`config.mk`:
```
export PLATFORM = sky130hd
export DESIGN_NAME = hs_down_timer
export DESIGN_NICKNAME = d
export VERILOG_FILES = /design/src/rtl/hst_pkg.sv /design/src/rtl/hst_prescaler.sv /design/src/rtl/hst_channel.sv /design/src/rtl/hs_down_timer.sv
export SDC_FILE = /design/constraint.sdc
export NUM_CORES = 1
export LEC_CHECK = 0
export CORE_MARGIN = 1.5
export CORE_UTILIZATION = 40
export CTS_BUF_LIST = sky130_fd_sc_hd__clkbuf_8
export CTS_CLUSTER_DIAMETER = 200
export DETAILED_ROUTE_END_ITERATION = 8
export HOLD_SLACK_MARGIN = 0.15
export PLACE_DENSITY = 0.56
export SYNTH_ARGS = -nofsm -noshare
export SYNTH_HDL_FRONTEND = slang
export SYNTH_HIERARCHICAL = 1
export SYNTH_SLANG_ARGS = --single-unit
```
`constraint.sdc`:
```
create_clock -name clk -period 6.5 [get_ports clk]
set_input_delay 1.625 -clock clk [delete_from_list [all_inputs] [get_ports clk]]
set_output_delay 1.625 -clock clk [all_outputs]
set_load 0.02 [all_outputs]
```
`src/rtl/hst_pkg.sv`:
```
package hst_pkg;
  localparam int BUS_W   = 32;
  localparam int CNT_W   = 2 * BUS_W;
  localparam int PRESC_W = 3;

  // Register offsets relative to a channel's block
  localparam int CH_BASE   = 'h10;
  localparam int CH_STRIDE = 'h20;
  localparam int OFS_CTRL  = 'h00;
  localparam int OFS_IVLO  = 'h04;
  localparam int OFS_IVHI  = 'h08;
  localparam int OFS_CNLO  = 'h0C;
  localparam int OFS_CNHI  = 'h10;

  localparam int ADR_MASK  = 'h00;
  localparam int ADR_PEND  = 'h04;

  // Control word bit positions
  localparam int CB_RUN    = 0;
  localparam int CB_LOAD   = 1;
  localparam int CB_PSLO   = 4;
  localparam int CB_ONCE   = 7;

  typedef struct packed {
    logic               once;
    logic [PRESC_W-1:0] psel;
    logic               run;
  } ch_ctrl_t;
endpackage

```
`src/rtl/hst_prescaler.sv`:
```
module hst_prescaler #(
  parameter int PRESC_W = 3
) (
  input  logic               clk,
  input  logic               rst_n,
  input  logic               run_i,
  input  logic               clear_i,
  input  logic [PRESC_W-1:0] sel_i,
  output logic               tick_o
);
  localparam int DIV_W = (1 << PRESC_W) - 1;

  logic [DIV_W-1:0] div_q, div_d;
  logic [DIV_W-1:0] mask;

  always_comb begin
    mask   = DIV_W'((32'd1 << sel_i) - 32'd1);
    tick_o = run_i && ((div_q & mask) == mask);
    div_d  = div_q;
    if (clear_i)    div_d = '0;
    else if (run_i) div_d = div_q + DIV_W'(1);
  end

  always_ff @(posedge clk or negedge rst_n) begin
    if (!rst_n) div_q <= '0;
    else        div_q <= div_d;
  end

  // back-to-back steps only occur with no division
  presc_spacing_chk: assert property (@(posedge clk) disable iff (!rst_n)
    (tick_o && $past(tick_o) && !$past(clear_i)) |-> (sel_i == '0));
endmodule

```
`src/rtl/hst_channel.sv`:
```
module hst_channel
  import hst_pkg::*;
#(
  parameter int W  = CNT_W,
  parameter int PW = PRESC_W
) (
  input  logic          clk,
  input  logic          rst_n,
  input  logic          run_i,
  input  logic          once_i,
  input  logic [PW-1:0] psel_i,
  input  logic          load_i,
  input  logic [W-1:0]  interval_i,
  output logic [W-1:0]  count_o,
  output logic          expire_o
);
  logic         en_meta_q, en_sync_q;
  logic         parked_q, parked_d;
  logic [W-1:0] count_q, count_d;
  logic         active, step;

  assign active = en_sync_q && !parked_q;

  hst_prescaler #(.PRESC_W(PW)) u_presc (
    .clk     (clk),
    .rst_n   (rst_n),
    .run_i   (active),
    .clear_i (load_i),
    .sel_i   (psel_i),
    .tick_o  (step)
  );

  always_comb begin
    expire_o = step && (count_q == '0) && !load_i;
    count_d  = count_q;
    parked_d = parked_q;
    if (load_i) begin
      count_d  = interval_i;
      parked_d = 1'b0;
    end else if (expire_o) begin
      if (once_i) parked_d = 1'b1;
      else        count_d  = interval_i;
    end else if (step) begin
      count_d = count_q - W'(1);
    end
  end

  always_ff @(posedge clk or negedge rst_n) begin
    if (!rst_n) begin
      en_meta_q <= 1'b0;
      en_sync_q <= 1'b0;
      parked_q  <= 1'b0;
      count_q   <= '0;
    end else begin
      en_meta_q <= run_i;
      en_sync_q <= en_meta_q;
      parked_q  <= parked_d;
      count_q   <= count_d;
    end
  end

  assign count_o = count_q;


  frozen_when_unsynced_chk: assert property (@(posedge clk) disable iff (!rst_n)
    (!en_sync_q && !load_i) |=> $stable(count_q));

  load_copy_chk: assert property (@(posedge clk) disable iff (!rst_n)
    load_i |=> (count_q == $past(interval_i)));

  periodic_reload_chk: assert property (@(posedge clk) disable iff (!rst_n)
    (expire_o && !once_i) |=> (count_q == $past(interval_i)));

  oneshot_park_chk: assert property (@(posedge clk) disable iff (!rst_n)
    (parked_q && !load_i) |=> ($stable(count_q) && !expire_o));
endmodule

```
`src/rtl/hs_down_timer.sv`:
```
module hs_down_timer
  import hst_pkg::*;
#(
  parameter int NUM_CH = 2,
  parameter int ADDR_W = 8
) (
  input  logic              clk,
  input  logic              rst_n,
  input  logic [ADDR_W-1:0] bus_addr_i,
  input  logic              bus_we_i,
  input  logic [31:0]       bus_wdata_i,
  output logic [31:0]       bus_rdata_o,
  output logic              irq_o
);
  localparam logic [ADDR_W-1:0] A_MASK = ADDR_W'(ADR_MASK);
  localparam logic [ADDR_W-1:0] A_PEND = ADDR_W'(ADR_PEND);

  logic [NUM_CH-1:0] mask_q, mask_d;
  logic [NUM_CH-1:0] pend_q, pend_d;
  logic [NUM_CH-1:0] expire_vec;
  logic [NUM_CH-1:0] pend_clr;
  logic [31:0]       rd_ch [NUM_CH];
  logic              pend_wr;

  assign pend_wr  = bus_we_i && (bus_addr_i == A_PEND);
  assign pend_clr = pend_wr ? bus_wdata_i[NUM_CH-1:0] : '0;

  for (genvar i = 0; i < NUM_CH; i++) begin : g_ch
    localparam int BASE = CH_BASE + CH_STRIDE * i;
    localparam logic [ADDR_W-1:0] A_CTRL = ADDR_W'(BASE + OFS_CTRL);
    localparam logic [ADDR_W-1:0] A_IVLO = ADDR_W'(BASE + OFS_IVLO);
    localparam logic [ADDR_W-1:0] A_IVHI = ADDR_W'(BASE + OFS_IVHI);
    localparam logic [ADDR_W-1:0] A_CNLO = ADDR_W'(BASE + OFS_CNLO);
    localparam logic [ADDR_W-1:0] A_CNHI = ADDR_W'(BASE + OFS_CNHI);

    ch_ctrl_t         ctrl_q, ctrl_d;
    logic [CNT_W-1:0] ivl_q, ivl_d;
    logic [CNT_W-1:0] count;
    logic             wr_ctrl, load;

    assign wr_ctrl = bus_we_i && (bus_addr_i == A_CTRL);
    assign load    = wr_ctrl && bus_wdata_i[CB_LOAD];

    always_comb begin
      ctrl_d = ctrl_q;
      ivl_d  = ivl_q;
      if (wr_ctrl) begin
        ctrl_d.run  = bus_wdata_i[CB_RUN];
        ctrl_d.psel = bus_wdata_i[CB_PSLO +: PRESC_W];
        ctrl_d.once = bus_wdata_i[CB_ONCE];
      end
      if (bus_we_i && bus_addr_i == A_IVLO) ivl_d[BUS_W-1:0]     = bus_wdata_i;
      if (bus_we_i && bus_addr_i == A_IVHI) ivl_d[CNT_W-1:BUS_W] = bus_wdata_i;
    end

    always_ff @(posedge clk or negedge rst_n) begin
      if (!rst_n) begin
        ctrl_q <= '0;
        ivl_q  <= '0;
      end else begin
        ctrl_q <= ctrl_d;
        ivl_q  <= ivl_d;
      end
    end

    hst_channel u_chan (
      .clk        (clk),
      .rst_n      (rst_n),
      .run_i      (ctrl_q.run),
      .once_i     (ctrl_q.once),
      .psel_i     (ctrl_q.psel),
      .load_i     (load),
      .interval_i (ivl_q),
      .count_o    (count),
      .expire_o   (expire_vec[i])
    );

    always_comb begin
      rd_ch[i] = '0;
      unique case (bus_addr_i)
        A_CTRL: begin
          rd_ch[i][CB_RUN]               = ctrl_q.run;
          rd_ch[i][CB_PSLO +: PRESC_W]   = ctrl_q.psel;
          rd_ch[i][CB_ONCE]              = ctrl_q.once;
        end
        A_IVLO:  rd_ch[i] = ivl_q[BUS_W-1:0];
        A_IVHI:  rd_ch[i] = ivl_q[CNT_W-1:BUS_W];
        A_CNLO:  rd_ch[i] = count[BUS_W-1:0];
        A_CNHI:  rd_ch[i] = count[CNT_W-1:BUS_W];
        default: rd_ch[i] = '0;
      endcase
    end


    pend_source_chk: assert property (@(posedge clk) disable iff (!rst_n)
      $rose(pend_q[i]) |-> $past(expire_vec[i]));

    pend_clear_chk: assert property (@(posedge clk) disable iff (!rst_n)
      (pend_clr[i] && !expire_vec[i]) |=> !pend_q[i]);
  end

  always_comb begin
    mask_d = mask_q;
    if (bus_we_i && bus_addr_i == A_MASK) mask_d = bus_wdata_i[NUM_CH-1:0];
    pend_d = (pend_q & ~pend_clr) | expire_vec;
  end

  always_ff @(posedge clk or negedge rst_n) begin
    if (!rst_n) begin
      mask_q <= '0;
      pend_q <= '0;
    end else begin
      mask_q <= mask_d;
      pend_q <= pend_d;
    end
  end

  always_comb begin
    bus_rdata_o = '0;
    if (bus_addr_i == A_MASK) bus_rdata_o[NUM_CH-1:0] = mask_q;
    if (bus_addr_i == A_PEND) bus_rdata_o[NUM_CH-1:0] = pend_q;
    for (int i = 0; i < NUM_CH; i++) bus_rdata_o = bus_rdata_o | rd_ch[i];
  end

  assign irq_o = |(pend_q & mask_q);

  // a masked-off pending flag alone never raises the line
  irq_masked_chk: assert property (@(posedge clk) disable iff (!rst_n)
    (mask_q == '0) |-> !irq_o);
endmodule

```
# [After elaboration in Yosys (flattened, before gate mapping)]
# Index checks and enable logic that the tools add are counted.
# W data, S select, Z words.
[word_totals] ff_bits=290 input_bits=43 output_inout_bits=33 elab_cells=120
[op_classes] n_addsub=6 eq_ne=15 n_shift=2 muxes=29 n_bitwise=8 reduce_logical=38
[ops] operator="$mux W64" n=8
[ops] operator="$pmux W24 S4" n=2
[ops] operator="$logic_not A64 Y1" n=2
[ops] operator="$sub A64 B1 Y64 const B" n=2
[ops] operator="$eq A8 B6 Y1 const B" n=5
[ops] operator="$pmux W4 S5" n=2
[ops] operator="$eq A8 B5 Y1 const B" n=4
[ops] operator="$or A2 B32 Y32" n=1
[ops] operator="$or A32 B32 Y32" n=1
[ops] operator="$mux W7" n=4
[ops] operator="$pmux W3 S4" n=2
[ops] operator="$logic_and A1 B1 Y1" n=18
[ops] operator="$add A7 B1 Y7 const B" n=2
[ops] operator="$and A7 B7 Y7" n=2
[ops] operator="$eq A7 B7 Y1" n=2
[ops] operator="$shl A1 B3 Y7 const A" n=2
[ops] operator="$sub A7 B1 Y7 const B" n=2
[ops] operator="$reduce_bool A2 Y1" n=6
[ops] operator="$pmux W1 S5" n=2
[ops] operator="$eq A8 B3 Y1 const B" n=1
[ops] operator="$eq A8 B7 Y1 const B" n=1
[ops] operator="$logic_not A8 Y1" n=1
[ops] operator="$reduce_and A2 Y1" n=4
[ops] operator="$mux W1" n=6
[ops] operator="8 further kinds" n=16

# [Depth between registers and ports, before layout]
# Gate-level depths: netlist of the first run.
[depth] word_depth=9 depth_mapped=14 mapped_depth_nobuf=10

# [Modules after synthesis]
# Netlist of the first run, hierarchy kept.
[by_module_without_submodules] module="hs_down_timer" n_inst=1 cells_each=624 area_per_inst_um2=8089.0 seq_area_each_um2=3553.4
[by_module_without_submodules] module="hst_channel at g_ch[1].u_chan" n_inst=1 cells_each=540 area_per_inst_um2=4764.6 seq_area_each_um2=1676.6
[by_module_without_submodules] module="hst_channel at g_ch[0].u_chan" n_inst=1 cells_each=537 area_per_inst_um2=4244.1 seq_area_each_um2=1676.6
[by_module_without_submodules] module="hst_prescaler" n_inst=2 cells_each=40 area_per_inst_um2=372.9 seq_area_each_um2=175.2

# [Worst setup path before layout of the first run]
# OpenSTA, ideal clock, no wires.
[synth_timing] kind="input to output" from="input port bus_addr_i[3]" to="output port bus_rdata_o[18]" arrival_time_ps=3022 required_time_ps=4875 setup_slack_ps=1853 path_stages=6 path_buffers=3 path_cell_list="buf_2 -> buf_1 -> buf_2 -> mux2_2 -> a22oi_1 -> nand2_1"
[synth_between] elab_chain_cells=4 elab_cells_between_ends=12 cone_classes="eq/ne (8); mux (2); bitwise (2)"
[synth_rtl] item="from (decl)" line="hs_down_timer.sv:9" source="input logic [ADDR_W-1:0] bus_addr_i,"
[synth_rtl] item="$eq A8 B6 Y1 or $eq A8 B5 Y1 (tied branches)" line="hs_down_timer.sv:80" source="unique case (bus_addr_i)"
[synth_rtl] item="$pmux W24 S4" line="hs_down_timer.sv:80"
[synth_rtl] item="$or A2 B32 Y32" line="hs_down_timer.sv:122" source="for (int i = 0; i < NUM_CH; i++) bus_rdata_o = bus_rdata_o | rd_ch[i];"
[synth_rtl] item="$or A32 B32 Y32 (*)" line="hs_down_timer.sv:122"
[synth_rtl] item="to (decl)" line="hs_down_timer.sv:12" source="output logic [31:0] bus_rdata_o,"
# Mark *: on every way between the ends. The rest lies on a longest branch, timed or not.

# [Worst setup path in the final report of the first run]
[layout_timing] from="input port bus_addr_i[2]" to="output port bus_rdata_o[12]"
# The elaborated chain is that of the path after synthesis.

==> results.md, run 1 <==
- Status: completed
- Vias in the first global route: roughly 15000
- Power Density: a little over 200 mW/mm2
- RSZ-0062 raised after global routing: no
- Wire length per cell: between 20 and 30 um
- Netlist cell types: around 90
- CP startpoint kind: primary input
- Via Count: 16000
- Initial drt markers: 1854
- Tightest Hold Check Type: reg -> reg
- Crit path required time: approximately 5 ns
- DR DRC count: 0
- Global-route wire length before repair: approximately 100000 um
- RD Place Congestion: slightly above 0.9
- Max H-tree Level: 2
- Via density: around 6.5
- Sequential fraction of the synthesis area: approximately two fifths
- Starting Density: around two fifths
- Root Driver: clkbuf_8
- Net Count, Synth: between 1500 and 2000
- Main flop type after synthesis: dfrtp_1
- Worst hold slack: approximately 0.35 ns
- Asr flop ratio synth: 100%
- Yosys top cell area share: about two fifths
- Initial antenna violation count: 2
- Storage element area: 0.00726 mm2
- Top cells by area, synth: dfrtp_1, mux2_2, mux2_4
- Layout cell share with drive strength beyond 1: ~20%
- Clock sink total: between 200 and 300
- Max VDD drop: approximately 0.12 mV
- Worst-path fanout max: 20
- GR Util All Layers: just under 30%
- Slew Viols, Final: 0
- Mapped Cells: 1781
- Syn avg cell area: about 10 um2
- Slew Limit Headroom: 27.4%
- Post-CTS Hold Buffers: 0
- Core Area: approximately 0.044 mm2
- Area of the die: 0.0459 mm2
- Final Critical Period: about 6.2 ns
- Cell Area, Placed: around 0.019 mm2
- Post-synth EDFFs: 0
- Slew @ Worst Pin: between 1 and 1.5 ns
- Number of buffers created by CTS: 54
- Die height: 214 um
- YS warnings: 6
- Port Buffers: 75
- FP Rows: 77
- Multi-input gate area: approximately 0.01 mm2
- CTS tree: built
- Synth-to-Final Area Change: 13.9%
- Leak: 8.75 nW
- Routed Wire Length: roughly 69000 um
- Die Width: 214 um
- Layout Nets: 1879
- Area leader, netlist: dfrtp_1
- Critical path data arrival time: approximately 4.5 ns
- Final HPWL DP: 49200 um
- Drt first pass iters: 6
- Post-DRT Antenna Nets: 0
- Clk slew on worst S/H paths: ~0.05 ns
- Post-CTS Resized: 0
- Maxcap violations: 0
- # IOs: 76
- Synthesis-stage register bit count: slightly below 300
- WS Path Type: in -> out
- Final Skew: about 0.023 ns
- Clock Tree Buf Depth: 3
- Largest net degree at the start of global routing: ~110
- Clk_lat worst skew: 0.66 ns
- Fillers: ~4300
- Post-Syn Area: between 0.015 and 0.02 mm2
- F_max: between 150 and 200 MHz
- Design Area, Final: ~0.020 mm2
- Hold Vio Cnt, Final: 0
- CP Capture Type: output pin
- Total grt overflow: 0
- Most common cell in the netlist: dfrtp_1
- Util after Layout: between 40% and 50%
- Post-CTS Setup Repair Bufs: 0
- Tcrit/Tclk final: ~95%
- Setup tns final: 0 ns
- Commonest cells post-synth: dfrtp_1, nor2_1, a21oi_1
- Final setup vio count: 0
## power breakdown
group          switching (mW)  internal [mW]  leakage [nW]
sequential             0.0823           1.86          3.81
combinational           0.171          0.130          4.28
clock                   0.842           1.11         0.665
## critical path: stages
cell             delay [ns]
clkdlybuf4s50_1        0.69
buf_4                  0.37
nor2b_1                0.71
a22o_1                 0.27
a22oi_1                0.09
nand2_1                0.14
clkdlybuf4s50_1        0.63
## cell type report
class                   instances  area share, %
diodes                          2         0.0246
repair buffers                121           5.63
inverters                      43          0.794
flip-flops and latches        290           35.7
clock buffers                  79           5.35
multi-input cells            1322           48.3
well taps                     592           3.64
clock inverters                19          0.572
## worst paths after layout
| kind | start | depth (start not counted) | slack [ns] | to |
|---|---|---|---|---|
| worst max register to register | g_ch[1].u_chan/parked_q | 11 | 2.25 | g_ch[1].u_chan/count_o[24] |
| min in group asynchronous | rst_n | 1 | 0.97 | g_ch[1].u_chan/u_presc/div_q[1] |
| worst min register to register | g_ch[1].u_chan/en_meta_q | 0 | 0.35 | g_ch[1].u_chan/en_sync_q |
| worst min-delay path | g_ch[1].u_chan/en_meta_q | 0 | 0.35 | g_ch[1].u_chan/en_sync_q |
| worst max-delay path | bus_addr_i[2] | 7 | 0.34 | bus_rdata_o[12] |
| max in group asynchronous | rst_n | 2 | 4.33 | g_ch[1].ivl_q[26] |
## registers in the layout, indices dropped and copies added, names as in the netlist
name,count
g_ch.ivl_q,128
g_ch.u_chan/count_o,128
g_ch.u_chan/u_presc/div_q,14
g_ch.ctrl_q,10
g_ch.u_chan/en_meta_q,2
g_ch.u_chan/en_sync_q,2
g_ch.u_chan/parked_q,2
mask_q,2
pend_q,2
## cell families (layout without fill, tap and decap cells)
| kind of cell | Yosys count | after routing | synth area share [%] |
|---|---|---|---|
| other | 0 | 2 | 0 |
| buffers and inverters | 169 | 262 | 4.62 |
| AOI/OAI and AO/OA | 457 | 457 | 17.7 |
| and+or+nand+nor | 621 | 621 | 19.9 |
| xor gates and xnor gates | 12 | 12 | 0.589 |
| adders and majority gates | 4 | 4 | 0.280 |
| DFF | 290 | 290 | 40.7 |
| muxes | 228 | 228 | 16.2 |
## metal layers
layer,vias up,global-route usage [%],wire [um],part of all wire [%]
met5,-,0,0,0
met4,0,10.1,2230,3.2
met3,143,6.58,6560,9.5
met2,847,43.7,29800,43
met1,8043,42.5,30200,44
li1,6972,-,-,-
## stage by stage
step / cells / total power [mW] / setup slack, ns
3_3_place_gp: 2368 / 2.27 / 0.438
2_1_floorplan: 1781 / 2.09 / 1.85
5_1_grt: 2466 / 4.35 / 0.257
3_5_place_dp: 2368 / 2.27 / 0.391
4_1_cts: 2466 / 4.22 / 0.393
6_report: 2468 / 4.20 / 0.340
## cells in the final DEF, fill, tap and decap left out, types with 9 or more instances in the layout
| cell type | n |
|---|---|
| o21ai_0 | 58 |
| nor2_1 | 117 |
| a22oi_1 | 40 |
| mux2i_1 | 39 |
| a311oi_1 | 11 |
| clkdlybuf4s50_1 | 72 |
| o22ai_1 | 18 |
| a22o_1 | 34 |
| or3_1 | 29 |
| o221a_1 | 15 |
| o21a_1 | 10 |
| xor2_1 | 10 |
| a211oi_1 | 13 |
| nor3b_1 | 9 |
| nand2_1 | 85 |
| mux4_2 | 13 |
| o2bb2ai_1 | 14 |
| nor3_1 | 84 |
| a32oi_1 | 15 |
| nand4_1 | 45 |
| nor2b_1 | 10 |
| inv_1 | 52 |
| o21ai_1 | 42 |
| mux2_4 | 60 |
| buf_4 | 43 |
| mux2_2 | 94 |
| mux2_1 | 22 |
| dfrtp_1 | 290 |
| or4_1 | 17 |
| a31oi_1 | 19 |
| and3_1 | 10 |
| nor4_1 | 36 |
| clkbuf_8 | 79 |
| a21oi_1 | 91 |
| nand3_1 | 88 |
(Power assumes the default switching activity.)
==> run 2: changes to the inputs <==
- ABC_AREA: default -> 1
- CORE_MARGIN: 1.5 -> default
==> results.md, run 2 <==
- Status: completed
- YS warnings: 6
- DR DRC count: 0
- Delay-heaviest family, CP: buffers and inverters
- Sequential fraction of the synthesis area: a little under two fifths
- Max VDD drop: 0.170 mV
- CP Capture Type: output pin
- Most used cell, CP: nand2_1
- Mux contribution to synthesized area: 0%
- Net Count, Synth: roughly 3100
- Die Width: roughly 220 um
- Layout cell share with drive strength beyond 1: under 10%
- Clock Tree Buf Depth: 3
- Netlist cell types: 34
- Post-synthesis compound-gate area fraction: 6.12%
- Global-route wire length before repair: around 110000 um
- Design Area, Final: around 0.022 mm2
- Tcrit/Tclk final: 90.0%
- Clk slew on worst S/H paths: about 0.06 ns
- Max H-tree Level: 2
- Post-Syn Area: 0.0192 mm2
- Root Driver: clkbuf_8
- Cell Area, Placed: slightly above 0.02 mm2
- CP startpoint kind: primary input
- Post-CTS Setup Repair Bufs: 0
- Commonest cells post-synth: nand2_1, nor2_1, dfrtp_1
- Post-CTS Resized: 0
- Top cells by area, synth: dfrtp_1, nand2_1, nor2_1
- Slowest Stage Delay on Critical Path: about 0.63 ns
- Most common cell in the netlist: nand2_1
- Hold Vio Cnt, Final: 0
- Slew Limit Headroom: roughly two fifths
- Post-Synth XOR/XNOR Area: approximately 3.0%
- Synth-to-Final Area Change: 11.9%
- Area leader, netlist: dfrtp_1
- Final Critical Period: 5.85 ns
- WS Path Type: in -> out
- Slowest CP cell: clkdlybuf4s50_1
- Drt first pass iters: 6
- Largest family of logic cells by synthesized area: simple AND/OR/NAND/NOR gates
- Slew Viols, Final: 0
- Routed Wire Length: approximately 74000 um
- Tightest Hold Check Type: reg -> reg
- Final Skew: roughly 0.028 ns
- Core Area: 0.0475 mm2
- Initial antenna violation count: 1
- Setup tns final: 0 ns
- Leak: ~11 nW
- Post-DRT Antenna Nets: 0
- Clk_lat worst skew: about 0.66 ns
- Crit-path cells: clkdlybuf4s50_1 -> inv_1 -> nand2_1 -> nor2_1 -> nand2_1 -> inv_2 -> nand2_1 -> nand2_1 -> nor2_1 -> nand2_1 -> clkdlybuf4s50_1
- Mapped Cells: between 3000 and 4000
- Adder-cell share of the synthesized area: 0.260%
- GR Util All Layers: approximately 30%
- Post-Synth Simple-Gate Area: between 40% and 50%
- Crit path required time: between 4 and 5 ns
- RSZ-0062 raised after global routing: no
- Clock sink total: 290
- Initial drt markers: roughly 2000
- Synthesis-stage register bit count: 290
- Most frequent cells in the layout: nand2_1, nor2_1, dfrtp_1, inv_1, nand3_1
- Layout Nets: approximately 3100
- Starting Density: between 40% and 50%
- Worst-path fanout max: 32
- Asr flop ratio synth: 100%
- Post-CTS Hold Buffers: 0
- Port Buffers: 75
- Vias in the first global route: about 19000
- Final HPWL DP: about 53000 um
- Via Count: approximately 20000
- Power Density: 431 mW/mm2
- Slew @ Worst Pin: between 0.8 and 0.9 ns
- RD Place Congestion: about 1.0
- CP bufs+invs: 4
- Wire length per cell: about 20 um
- Main flop type after synthesis: dfrtp_1
- Die height: between 200 and 250 um
- Syn avg cell area: 6.34 um2
- FP Rows: 80
- Via density: around 5.3
- # IOs: 76
- Final setup vio count: 0
- Number of buffers created by CTS: 54
- Post-synth EDFFs: 0
- Fillers: between 5000 and 6000
- Area of the die: a little under 0.05 mm2
- Total grt overflow: 0
- Yosys top cell area share: a little under two fifths
- Commonest non-fill, non-tap cell in the layout: nand2_1
- Critical path data arrival time: ~4.2 ns
- Largest net degree at the start of global routing: approximately 130
- Maxcap violations: 0
- F_max: 171 MHz
- CTS tree: built
-- run 2: changes by cell type after synthesis, moves of 94 or more --
cell	previous run	this run
nor2_1	117	377
mux2_2	94	0
nand2_1	85	1371
inv_1	42	217
nand3_1	88	230
o21ai_1	42	141
-- run 2: per-layer routing --
layer  part of all wire (%)  vias up  wire length [um]  track usage [%]
li1                       -     9565                 -                -
met1                     44     9374             32500             41.5
met2                     47      756             34400             49.3
met3                    6.3      122              4650             4.32
met4                    3.1        0              2270             10.0
met5                      0        -                 0                0
-- run 2: final cells by class --
cell class              count  area, um2  share of cell area, %
inverters                 229        862                   4.00
clock inverters            27        176                  0.819
well taps                 615        769                   3.57
clock buffers              70        963                   4.47
diodes                      1       2.50                 0.0116
flip-flops and latches    290       7260                   33.7
multi-input cells        2405      10500                   48.7
repair buffers            103       1030                   4.78
-- run 2: power by group --
group | switching, mW | internal [mW] | leakage (nW)
Sequential | 0.655 | 2.14 | 3.93
Combinational | 3.22 | 1.37 | 6.74
Clock | 0.859 | 1.04 | 0.642
Total | 4.73 | 4.56 | 11.3
-- run 2: cell families (layout without fill, tap and decap cells) --
family,after synthesis,in the layout
flops,290,290
other cells,0,1
fa+ha+maj,4,4
simple gates,2109,2109
buf+inv,341,429
xor+xnor,65,65
compound gates,227,227
-- run 2: final timing paths --
kind	from	to	slack, ns	cells after the start
worst max register to register	g_ch[0].u_chan/parked_q	g_ch[0].u_chan/count_o[24]	3.04	15
min in group asynchronous	rst_n	g_ch[0].ivl_q[6]	0.89	1
max in group asynchronous	rst_n	g_ch[1].u_chan/u_presc/div_q[0]	4.48	2
worst max-delay path	bus_addr_i[1]	bus_rdata_o[28]	0.65	11
worst min-delay path	g_ch[0].u_chan/en_meta_q	g_ch[0].u_chan/en_sync_q	0.35	0
worst min register to register	g_ch[0].u_chan/en_meta_q	g_ch[0].u_chan/en_sync_q	0.35	0
-- run 2: metrics by stage --
step / std cells / setup WS, ns / util [%] / total power, mW / hold slack [ns]
after floorplan: 3036 / 2.21 / - / 5.83 / 0.331
after global placement: 3642 / 0.678 / 42.9 / 7.31 / 0.335
after detailed placement: 3642 / 0.663 / 42.9 / 7.32 / 0.336
after CTS: 3739 / 0.652 / 45.3 / 9.25 / 0.350
after global routing: 3740 / 0.430 / 45.3 / 10.0 / 0.369
final: 3740 / 0.651 / 45.3 / 9.29 / 0.347
